### src/rtl/lbs_pkg.sv
`timescale 1ns/1ps
package lbs_pkg;
  localparam logic [3:0] SPD_GEN1 = 4'd1;
  localparam logic [3:0] SPD_GEN2 = 4'd2;

  typedef enum logic [2:0] {
    S_IDLE, S_ARM, S_WLINK1, S_REQ, S_SPDWAIT, S_WLINK2, S_RXGO, S_RXWAIT
  } seq_st_e;

  typedef enum logic [2:0] {
    R_IDLE, R_RD, R_RDW, R_WR, R_WRW, R_HOLD
  } rr_st_e;
endpackage

### src/rtl/lbs_timer.sv
`timescale 1ns/1ps
module lbs_timer #(
  parameter int W = 8
) (
  input  logic         clk,
  input  logic         rst_n,
  input  logic         load,
  input  logic [W-1:0] val,
  output logic         zero
);
  logic [W-1:0] cnt;

  always_ff @(posedge clk) begin
    if (!rst_n)          cnt <= '0;
    else if (load)       cnt <= val;
    else if (cnt != '0)  cnt <= cnt - 1'b1;
  end

  assign zero = (cnt == '0);

  AST_TMR_NO_WRAP: assert property (@(posedge clk) disable iff (!rst_n)
    (!load && zero) |=> zero);
endmodule

### src/rtl/lbs_rxrst.sv
`timescale 1ns/1ps
module lbs_rxrst import lbs_pkg::*; #(
  parameter int          AW       = 16,
  parameter int          DW       = 16,
  parameter logic [AW-1:0] REG_ADDR = 16'h1005,
  parameter logic [DW-1:0] OVR_MASK = 16'h0028,
  parameter int          HOLD_CYC = 250000
) (
  input  logic          clk,
  input  logic          rst_n,
  input  logic          go,
  output logic          done,
  output logic          req_valid,
  input  logic          req_ready,
  output logic          req_write,
  output logic [AW-1:0] req_addr,
  output logic [DW-1:0] req_wdata,
  input  logic          rsp_valid,
  input  logic [DW-1:0] rsp_rdata
);
  localparam int HW = $clog2(HOLD_CYC + 1);

  rr_st_e        st;
  logic          clr_pass;
  logic [DW-1:0] wval;
  logic          hold_load;
  logic          hold_zero;

  assign hold_load = (st == R_WRW) && rsp_valid && !clr_pass;

  lbs_timer #(.W(HW)) u_hold (
    .clk  (clk),
    .rst_n(rst_n),
    .load (hold_load),
    .val  (HW'(HOLD_CYC)),
    .zero (hold_zero)
  );

  always_ff @(posedge clk) begin
    if (!rst_n) begin
      st       <= R_IDLE;
      clr_pass <= 1'b0;
      wval     <= '0;
      done     <= 1'b0;
    end else begin
      done <= 1'b0;
      case (st)
        R_IDLE: if (go) begin
          clr_pass <= 1'b0;
          st       <= R_RD;
        end
        R_RD:   if (req_ready) st <= R_RDW;
        R_RDW:  if (rsp_valid) begin
          wval <= clr_pass ? (rsp_rdata & ~OVR_MASK) : (rsp_rdata | OVR_MASK);
          st   <= R_WR;
        end
        R_WR:   if (req_ready) st <= R_WRW;
        R_WRW:  if (rsp_valid) begin
          if (clr_pass) begin
            done <= 1'b1;
            st   <= R_IDLE;
          end else begin
            st <= R_HOLD;
          end
        end
        R_HOLD: if (hold_zero) begin
          clr_pass <= 1'b1;
          st       <= R_RD;
        end
        default: st <= R_IDLE;
      endcase
    end
  end

  assign req_valid = (st == R_RD) || (st == R_WR);
  assign req_write = (st == R_WR);
  assign req_addr  = REG_ADDR;
  assign req_wdata = (st == R_WR) ? wval : '0;

  AST_REQ_STABLE: assert property (@(posedge clk) disable iff (!rst_n)
    (req_valid && !req_ready) |=> (req_valid && $stable(req_write) &&
                                   $stable(req_addr) && $stable(req_wdata)));
  AST_REQ_ADDR: assert property (@(posedge clk) disable iff (!rst_n)
    req_valid |-> (req_addr == REG_ADDR));
  AST_WR_SETS_BITS: assert property (@(posedge clk) disable iff (!rst_n)
    (req_valid && req_write && !clr_pass) |-> ((req_wdata & OVR_MASK) == OVR_MASK));
  AST_WR_CLRS_BITS: assert property (@(posedge clk) disable iff (!rst_n)
    (req_valid && req_write && clr_pass) |-> ((req_wdata & OVR_MASK) == '0));
endmodule

### src/rtl/lnk_bringup_seq.sv
`timescale 1ns/1ps
module lnk_bringup_seq import lbs_pkg::*; #(
  parameter int          LINK_TO_CYC  = 20000,
  parameter int          SPD_GAP_CYC  = 10000,
  parameter int          SPD_TRIES    = 200,
  parameter int          RX_HOLD_CYC  = 250000,
  parameter int          PHY_AW       = 16,
  parameter int          PHY_DW       = 16,
  parameter logic [15:0] PHY_RX_REG   = 16'h1005,
  parameter logic [15:0] RX_OVR_MASK  = 16'h0028
) (
  input  logic              clk,
  input  logic              rst_n,
  input  logic              start_i,
  input  logic [3:0]        gen_cfg_i,
  input  logic              link_up_i,
  input  logic              in_train_i,
  input  logic              spd_pend_i,
  input  logic [3:0]        lnk_speed_i,
  output logic [3:0]        max_speed_o,
  output logic              train_en_o,
  output logic              spd_chg_o,
  output logic              done_o,
  output logic              fail_o,
  output logic [3:0]        speed_o,
  output logic              phy_req_valid_o,
  input  logic              phy_req_ready_i,
  output logic              phy_req_write_o,
  output logic [PHY_AW-1:0] phy_req_addr_o,
  output logic [PHY_DW-1:0] phy_req_wdata_o,
  input  logic              phy_rsp_valid_i,
  input  logic [PHY_DW-1:0] phy_rsp_rdata_i
);
  localparam int TMAX = (LINK_TO_CYC > SPD_GAP_CYC) ? LINK_TO_CYC : SPD_GAP_CYC;
  localparam int TW   = $clog2(TMAX + 1);
  localparam int NW   = $clog2(SPD_TRIES + 1);
  localparam logic [NW-1:0] LAST_TRY = NW'(SPD_TRIES - 1);

  seq_st_e       st;
  logic [NW-1:0] tries;
  logic          link_ok;
  logic          tmr_load;
  logic [TW-1:0] tmr_val;
  logic          tmr_zero;
  logic          rr_go;
  logic          rr_done;
  logic          poll_clear;
  logic          poll_retry;

  assign link_ok    = link_up_i && !in_train_i;
  assign poll_clear = (st == S_SPDWAIT) && tmr_zero && !spd_pend_i;
  assign poll_retry = (st == S_SPDWAIT) && tmr_zero && spd_pend_i && (tries != LAST_TRY);

  always_comb begin
    tmr_load = (st == S_ARM) || (st == S_REQ) || poll_clear || poll_retry;
    tmr_val  = ((st == S_ARM) || poll_clear) ? TW'(LINK_TO_CYC) : TW'(SPD_GAP_CYC);
  end

  lbs_timer #(.W(TW)) u_wait_tmr (
    .clk  (clk),
    .rst_n(rst_n),
    .load (tmr_load),
    .val  (tmr_val),
    .zero (tmr_zero)
  );

  assign rr_go = (st == S_RXGO);

  lbs_rxrst #(
    .AW      (PHY_AW),
    .DW      (PHY_DW),
    .REG_ADDR(PHY_AW'(PHY_RX_REG)),
    .OVR_MASK(PHY_DW'(RX_OVR_MASK)),
    .HOLD_CYC(RX_HOLD_CYC)
  ) u_rxrst (
    .clk      (clk),
    .rst_n    (rst_n),
    .go       (rr_go),
    .done     (rr_done),
    .req_valid(phy_req_valid_o),
    .req_ready(phy_req_ready_i),
    .req_write(phy_req_write_o),
    .req_addr (phy_req_addr_o),
    .req_wdata(phy_req_wdata_o),
    .rsp_valid(phy_rsp_valid_i),
    .rsp_rdata(phy_rsp_rdata_i)
  );

  always_ff @(posedge clk) begin
    if (!rst_n) begin
      st          <= S_IDLE;
      max_speed_o <= SPD_GEN1;
      train_en_o  <= 1'b0;
      spd_chg_o   <= 1'b0;
      done_o      <= 1'b0;
      fail_o      <= 1'b0;
      speed_o     <= '0;
      tries       <= '0;
    end else begin
      done_o    <= 1'b0;
      fail_o    <= 1'b0;
      spd_chg_o <= 1'b0;
      case (st)
        S_IDLE: if (start_i) begin
          max_speed_o <= SPD_GEN1;
          train_en_o  <= 1'b0;
          speed_o     <= '0;
          st          <= S_ARM;
        end
        S_ARM: begin
          train_en_o <= 1'b1;
          st         <= S_WLINK1;
        end
        S_WLINK1: begin
          if (link_ok) begin
            if (gen_cfg_i == SPD_GEN2) max_speed_o <= SPD_GEN2;
            st <= S_REQ;
          end else if (tmr_zero) begin
            st <= S_RXGO;
          end
        end
        S_REQ: begin
          spd_chg_o <= 1'b1;
          tries     <= '0;
          st        <= S_SPDWAIT;
        end
        S_SPDWAIT: if (tmr_zero) begin
          if (!spd_pend_i)            st <= S_WLINK2;
          else if (tries == LAST_TRY) st <= S_RXGO;
          else                        tries <= tries + 1'b1;
        end
        S_WLINK2: begin
          if (link_ok) begin
            done_o  <= 1'b1;
            speed_o <= lnk_speed_i;
            st      <= S_IDLE;
          end else if (tmr_zero) begin
            st <= S_RXGO;
          end
        end
        S_RXGO: st <= S_RXWAIT;
        S_RXWAIT: if (rr_done) begin
          fail_o <= 1'b1;
          st     <= S_IDLE;
        end
        default: st <= S_IDLE;
      endcase
    end
  end

  AST_TRAIN_AT_GEN1: assert property (@(posedge clk) disable iff (!rst_n)
    $rose(train_en_o) |-> (max_speed_o == SPD_GEN1));
  AST_SPDREQ_PULSE: assert property (@(posedge clk) disable iff (!rst_n)
    spd_chg_o |=> !spd_chg_o);
  AST_CAP_LEGAL: assert property (@(posedge clk) disable iff (!rst_n)
    (max_speed_o == SPD_GEN1) || (max_speed_o == SPD_GEN2));
  AST_UPGRADE_GATED: assert property (@(posedge clk) disable iff (!rst_n)
    $rose(max_speed_o[1]) |-> ($past(gen_cfg_i) == SPD_GEN2));
  AST_RESULT_EXCL: assert property (@(posedge clk) disable iff (!rst_n)
    !(done_o && fail_o));
  AST_DONE_PULSE: assert property (@(posedge clk) disable iff (!rst_n)
    done_o |=> !done_o);
  AST_FAIL_PULSE: assert property (@(posedge clk) disable iff (!rst_n)
    fail_o |=> !fail_o);
  AST_SPEED_HOLD: assert property (@(posedge clk) disable iff (!rst_n)
    !$stable(speed_o) |-> (done_o || (speed_o == '0)));
  AST_FAIL_AFTER_RXRST: assert property (@(posedge clk) disable iff (!rst_n)
    fail_o |-> !phy_req_valid_o);
endmodule

### config.mk
export PLATFORM = sky130hd
export DESIGN_NAME = lnk_bringup_seq
export DESIGN_NICKNAME = d
export VERILOG_FILES = /design/src/rtl/lbs_pkg.sv /design/src/rtl/lbs_timer.sv /design/src/rtl/lbs_rxrst.sv /design/src/rtl/lnk_bringup_seq.sv
export SDC_FILE = /design/constraint.sdc
export NUM_CORES = 1
export LEC_CHECK = 0
export ABC_AREA = 1
export BUFFER_PORTS_ARGS = -buffer_cell sky130_fd_sc_hd__buf_2
export CAP_MARGIN = 5
export CORE_ASPECT_RATIO = 0.6
export CORE_UTILIZATION = 56
export DETAILED_ROUTE_END_ITERATION = 12
export PLACE_DENSITY = 0.78
export SLEW_MARGIN = 20
export SYNTH_ARGS = -nofsm -noshare
export SYNTH_HDL_FRONTEND = slang
export SYNTH_SLANG_ARGS = --single-unit
### constraint.sdc
create_clock -name clk -period 1.79 [get_ports clk]
set_input_delay 0.2685 -clock clk [delete_from_list [all_inputs] [get_ports clk]]
set_output_delay 0.2685 -clock clk [all_outputs]
set_load 0.02 [all_outputs]
# After elaboration in Yosys (flattened, before gate mapping)
# Cells that the tools add are included.
# word_totals
regBits	77
inputBits	32
output_inout_bits	46
elab_cells	133
# op_classes
addsub	3
n_eq_ne	30
mux	44
bitwise	1
n_reduce_logical	40
# op_table
op	count
$mux 15	3
$mux 3	15
$mux 18	2
$mux 8	3
$ne 2x2->1 const B	12
$pmux 3 s8	1
$mux 4	5
$eq 3x3->1 const B	6
$logic_not 18->1	1
$pmux 3 s6	1
$reduce_bool 18->1	1
$sub 18x1->18 const B	1
$mux 16	1
$pmux 4 s2	2
$pmux 8 s2	1
$logic_not 15->1	1
$reduce_bool 15->1	1
$sub 15x1->15 const B	1
$reduce_bool 2->1	7
$eq 3x2->1 const B	4
$reduce_and 4->1	3
$reduce_and 3->1	3
$add 8x1->8 const B	1
$eq 8x8->1 const B	1
other kinds (16)	41

# Logic depth before layout (Yosys ltp)
# depth
ltp_word	6
mapped_depth	13
depth_no_buf	13

# By module
# From an unflattened synthesis, not the netlist that was laid out.
# unflattened
cells_unflattened	701
area_unflattened_um2	4496.8
# modules_own_cells
mod	n_inst	cells_per_inst	area_per_inst_um2	seq_area_each_um2
lnk_bringup_seq	1	198	1263.7	420.4
lbs_timer at u_rxrst.u_hold	1	207	1246.2	360.3
lbs_rxrst	1	152	1041.0	400.4
lbs_timer at u_wait_tmr	1	144	945.9	300.3

# Worst setup path after synthesis
# OpenSTA, ideal clock, no wires.
# synth_timing
path_kind	reg2out
start	register u_rxrst.st[2]
end	output port phy_req_wdata_o[5]
arrival_time_ns	1.732
t_required_ns	1.521
slack_ns	-0.210
stages_incl_launch_ff	8
n_path_buf	2
cell_sequence	dfxtp_1 -> inv_1 -> nand2_1 -> nor2_1 -> inv_1 -> clkbuf_1 -> nor2_1 -> buf_4
# synth_between
elab_chain_cells	2
# synth_lines
element	line	rtl
start: declaration	lbs_rxrst.sv:23	rr_st_e st;
start signal: assignment	lbs_rxrst.sv:41	st <= R_IDLE;
start signal: assignment	lbs_rxrst.sv:50	st <= R_RD;
start signal: assignment	lbs_rxrst.sv:52	R_RD: if (req_ready) st <= R_RDW;
$eq 3x2->1	n/a	
net phy_req_write_o	lnk_bringup_seq.sv:28	output logic phy_req_write_o,
$mux 16	lbs_rxrst.sv:78	assign req_wdata = (st == R_WR) ? wval : '0;
end: declaration	lnk_bringup_seq.sv:30	output logic [PHY_DW-1:0] phy_req_wdata_o,
# The timed path passes the listed nets, and every way through them passes these cells.

# Final worst setup path
# layout_timing
start	register u_rxrst.st[2]
end	output port phy_req_wdata_o[14]
# layout_between
elab_chain_cells	2
# layout_lines
element	line
$eq 3x2->1	lbs_rxrst.sv:78
$mux 16	lbs_rxrst.sv:78
# Every way passes these cells.

==> impl_metrics.yaml <==
run_status:
  status: "finished, final reports clean"
worst_setup_path:
  startpoint: "u_rxrst.st[2]"
  worstPathArrival_ns: 1.46
  worst_path_most_repeated_cell: "buf_4"
  worstSetupEndpointType: "output pin"
  crit_required_ns: 1.52
  cp_slowest_cell: "dfxtp_2"
  path_max_fanout: 6
  crit_path_start_kind: "flip-flop"
  r2r_start: "u_rxrst.u_hold.cnt[0]"
  critPathMaxStageDelay_ns: 0.34
  crit_type: "reg2out"
  path_cells: "inv_2 -> nand2_2 -> nor2_4 -> clkinvlp_4 -> buf_4 -> nor2_2 -> buf_4"
sta:
  min_period_ns: 1.728
  rsz0062_at_grt: "true"
  fmax_ghz: 0.5786
  finalSetupTns_ns: 0
  setup_slack_ns: 0.06183
  finalCritPeriodShare_pct: 96.55
  slew_viol_final: 0
  hold_viol: 0
  setup_viol: 0
  final.setup_skew_ns: 0.008187
final_layout:
  nets: 753
  area_growth_pct: 19.27
  layout-drive-gt1-share_pct: 19.69
  antennaDiodeCount: 0
detailed_routing:
  drc: 0
  num_vias: 4156
  drtIter0Drc: 331
  drt-total-wl_um: 10020
  viasPerCell: 5.144
  dr.pass1.iters: 5
  wire_per_inst_um: 12.40
  ant_nets: 0
floorplan:
  rows: 23
  start_util_pct: 59.87
  dieArea_mm2: 0.007743
  core_area_mm2: 0.006907
  dieWidth_um: 112.9
  ios: 78
  die_h_um: 68.56
synthesis:
  synth_cells: 642
  yosysWarnings: 0
  netlist_area_mm2: 0.004135
  ys_ff_latch: 74
  seq_area_frac_synth_pct: 35.82
  synth_cell_type_count: 31
  avgSynthCellArea_um2: 6.441
placement:
  hpwl_um: 7247
  place_ws_ns: 0.1252
  gp_congestion: 0.9100
  numPortBuffers: 57
clocking:
  clk_pin_slew_ns: 0.06
  clockBufferDepth: 2
  cts_max_level: 3
  hold_buffers: 0
  cts.sinks: 74
  cts_tree: "built"
  cts_made_buffers: 9
  clk_latency_ns: 0.34
  root_buffer: "clkbuf_16"
job:
  maxCapViolCount: 0
worst_hold_path:
  hp-start: "lnk_speed_i[3]"
  hold_class: "in2reg"
power_and_ir_drop:
  power_leakage_nw: 2.419
  ir_drop_mv: 0.7254
  power_density_mw_per_mm2: 1591
global_routing:
  grt_util_all_layers_pct: 27.81
  grt_antenna_before_repair: 0
  overflow: 0
  grt_pass1_vias: 3619
  grt_max_degree: 25
  grt_pass1_wl_um: 16650
state kept, by name (all words and copies together), names as in the netlist, 2 cells and up:
| signal | cells |
|---|---|
| tries | 8 |
| st | 3 |
| u_wait_tmr.cnt | 15 |
| u_rxrst.u_hold.cnt | 18 |
| u_rxrst.st | 3 |
| max_speed_o | 2 |
| u_rxrst.wval | 15 |
| speed_o | 4 |
worst max-delay path: cells and delay by family, from the launching register on:
kind / cells / cell delay, ns
DFF: 1 / 0.34
and+or+nand+nor: 3 / 0.30
buffers and inverters: 4 / 0.48
through the flow:
step | instances | cell area [um2] | util [%] | power [W] | hold WS, ns
floorplan | 658 | 4200 | - | 0.005109 | 0.4087
global placement | 787 | 4524 | 65.51 | 0.005785 | 0.4380
detailed placement | 787 | 4524 | 65.51 | 0.005888 | 0.4459
CTS | 806 | 4860 | 70.36 | 0.007739 | 0.1515
global route | 808 | 4932 | 71.41 | 0.008540 | 0.1663
finish | 808 | 4932 | 71.41 | 0.007845 | 0.1619
cells in the mapped netlist:
library cell	count	area share (%)
nand2_1	139	13
nor2_1	123	11
inv_1	75	6.8
dfxtp_1	74	36
a21oi_1	54	6.5
nand3_1	36	4.4
o21ai_0	25	3.0
buf_4	21	3.8
xor2_1	17	3.6
clkbuf_1	10	0.91
nor3_1	10	1.2
nand4_1	8	1.2
nand2_2	6	0.91
nand3b_1	6	1.1
nor2_2	6	0.91
inv_2	5	0.45
ha_1	4	1.2
or2_2	4	0.61
a21boi_0	2	0.36
and3_1	2	0.30
buf_2	2	0.24
conb_1	2	0.18
nand2_4	2	0.54
nand3_2	2	0.48
nand4_2	1	0.30
nor2_4	1	0.27
nor3_4	1	0.39
nor4_1	1	0.15
o21ai_1	1	0.12
o21bai_1	1	0.18
xnor2_1	1	0.21
worst paths after layout:
check / to / slack, ns / cells past startpoint
max: phy_req_wdata_o[14] / 0.06 / 7
min: speed_o[3] / 0.16 / 3
max reg2reg: u_rxrst.u_hold.cnt[14] / 0.16 / 8
min reg2reg: fail_o / 0.45 / 2
where the power goes:
part	internal, W	total, W	switching (W)	leakage (nW)
Combinational	0.00133	0.00361	0.00228	1.67
Sequential	0.00208	0.00244	0.000363	0.607
Clock	0.00111	0.00179	0.000687	0.142
cell type report:
cell class                      instances  area (um2)
Clock buffer                           12       246.5
Clock inverter                          3       40.04
Fill cell                             597        1974
Inverter                               80       304.0
Multi-Input combinational cell        471        2256
Sequential cell                        74        1486
Tap cell                               87       108.9
Timing Repair Buffer                   81       490.5
cells by family (layout without fill, tap and decap cells):
family          count (synthesis)  count (layout)  synth area share (%)
compound gates                 83              83                 10.23
xor+xnor                       18              18                 3.812
fa+ha+maj                       4               4                 1.210
buf+inv                       113             176                 12.22
flops                          74              74                 35.82
other cells                     2              18                0.1816
simple gates                  348             348                 36.52
metal layers:
metal  track usage (%)  part of all wire, %  vias up
met4             6.086                 0.55        0
met2             44.44                   43      145
li1                  -                    -     2122
met3             8.829                  7.8        4
met1             37.28                   49     1885
met5                 0                    0        -
cells in the final DEF, fill, tap and decap left out, types with 17 or more instances in the layout:
master   count
nand3_1     34
buf_4       34
buf_2       47
dfxtp_1     70
xor2_1      17
inv_1       72
nand2_1    136
o21ai_0     25
nor2_1     117
a21oi_1     54
conb_1      18
what timing repair did:
action,4_1_cts,5_1_grt
buffers inserted,4,2
pin swaps,1,2
resized for setup,8,22
setup endpoints to repair,16,48
Note: power is estimated with default switching activity, not from simulation.
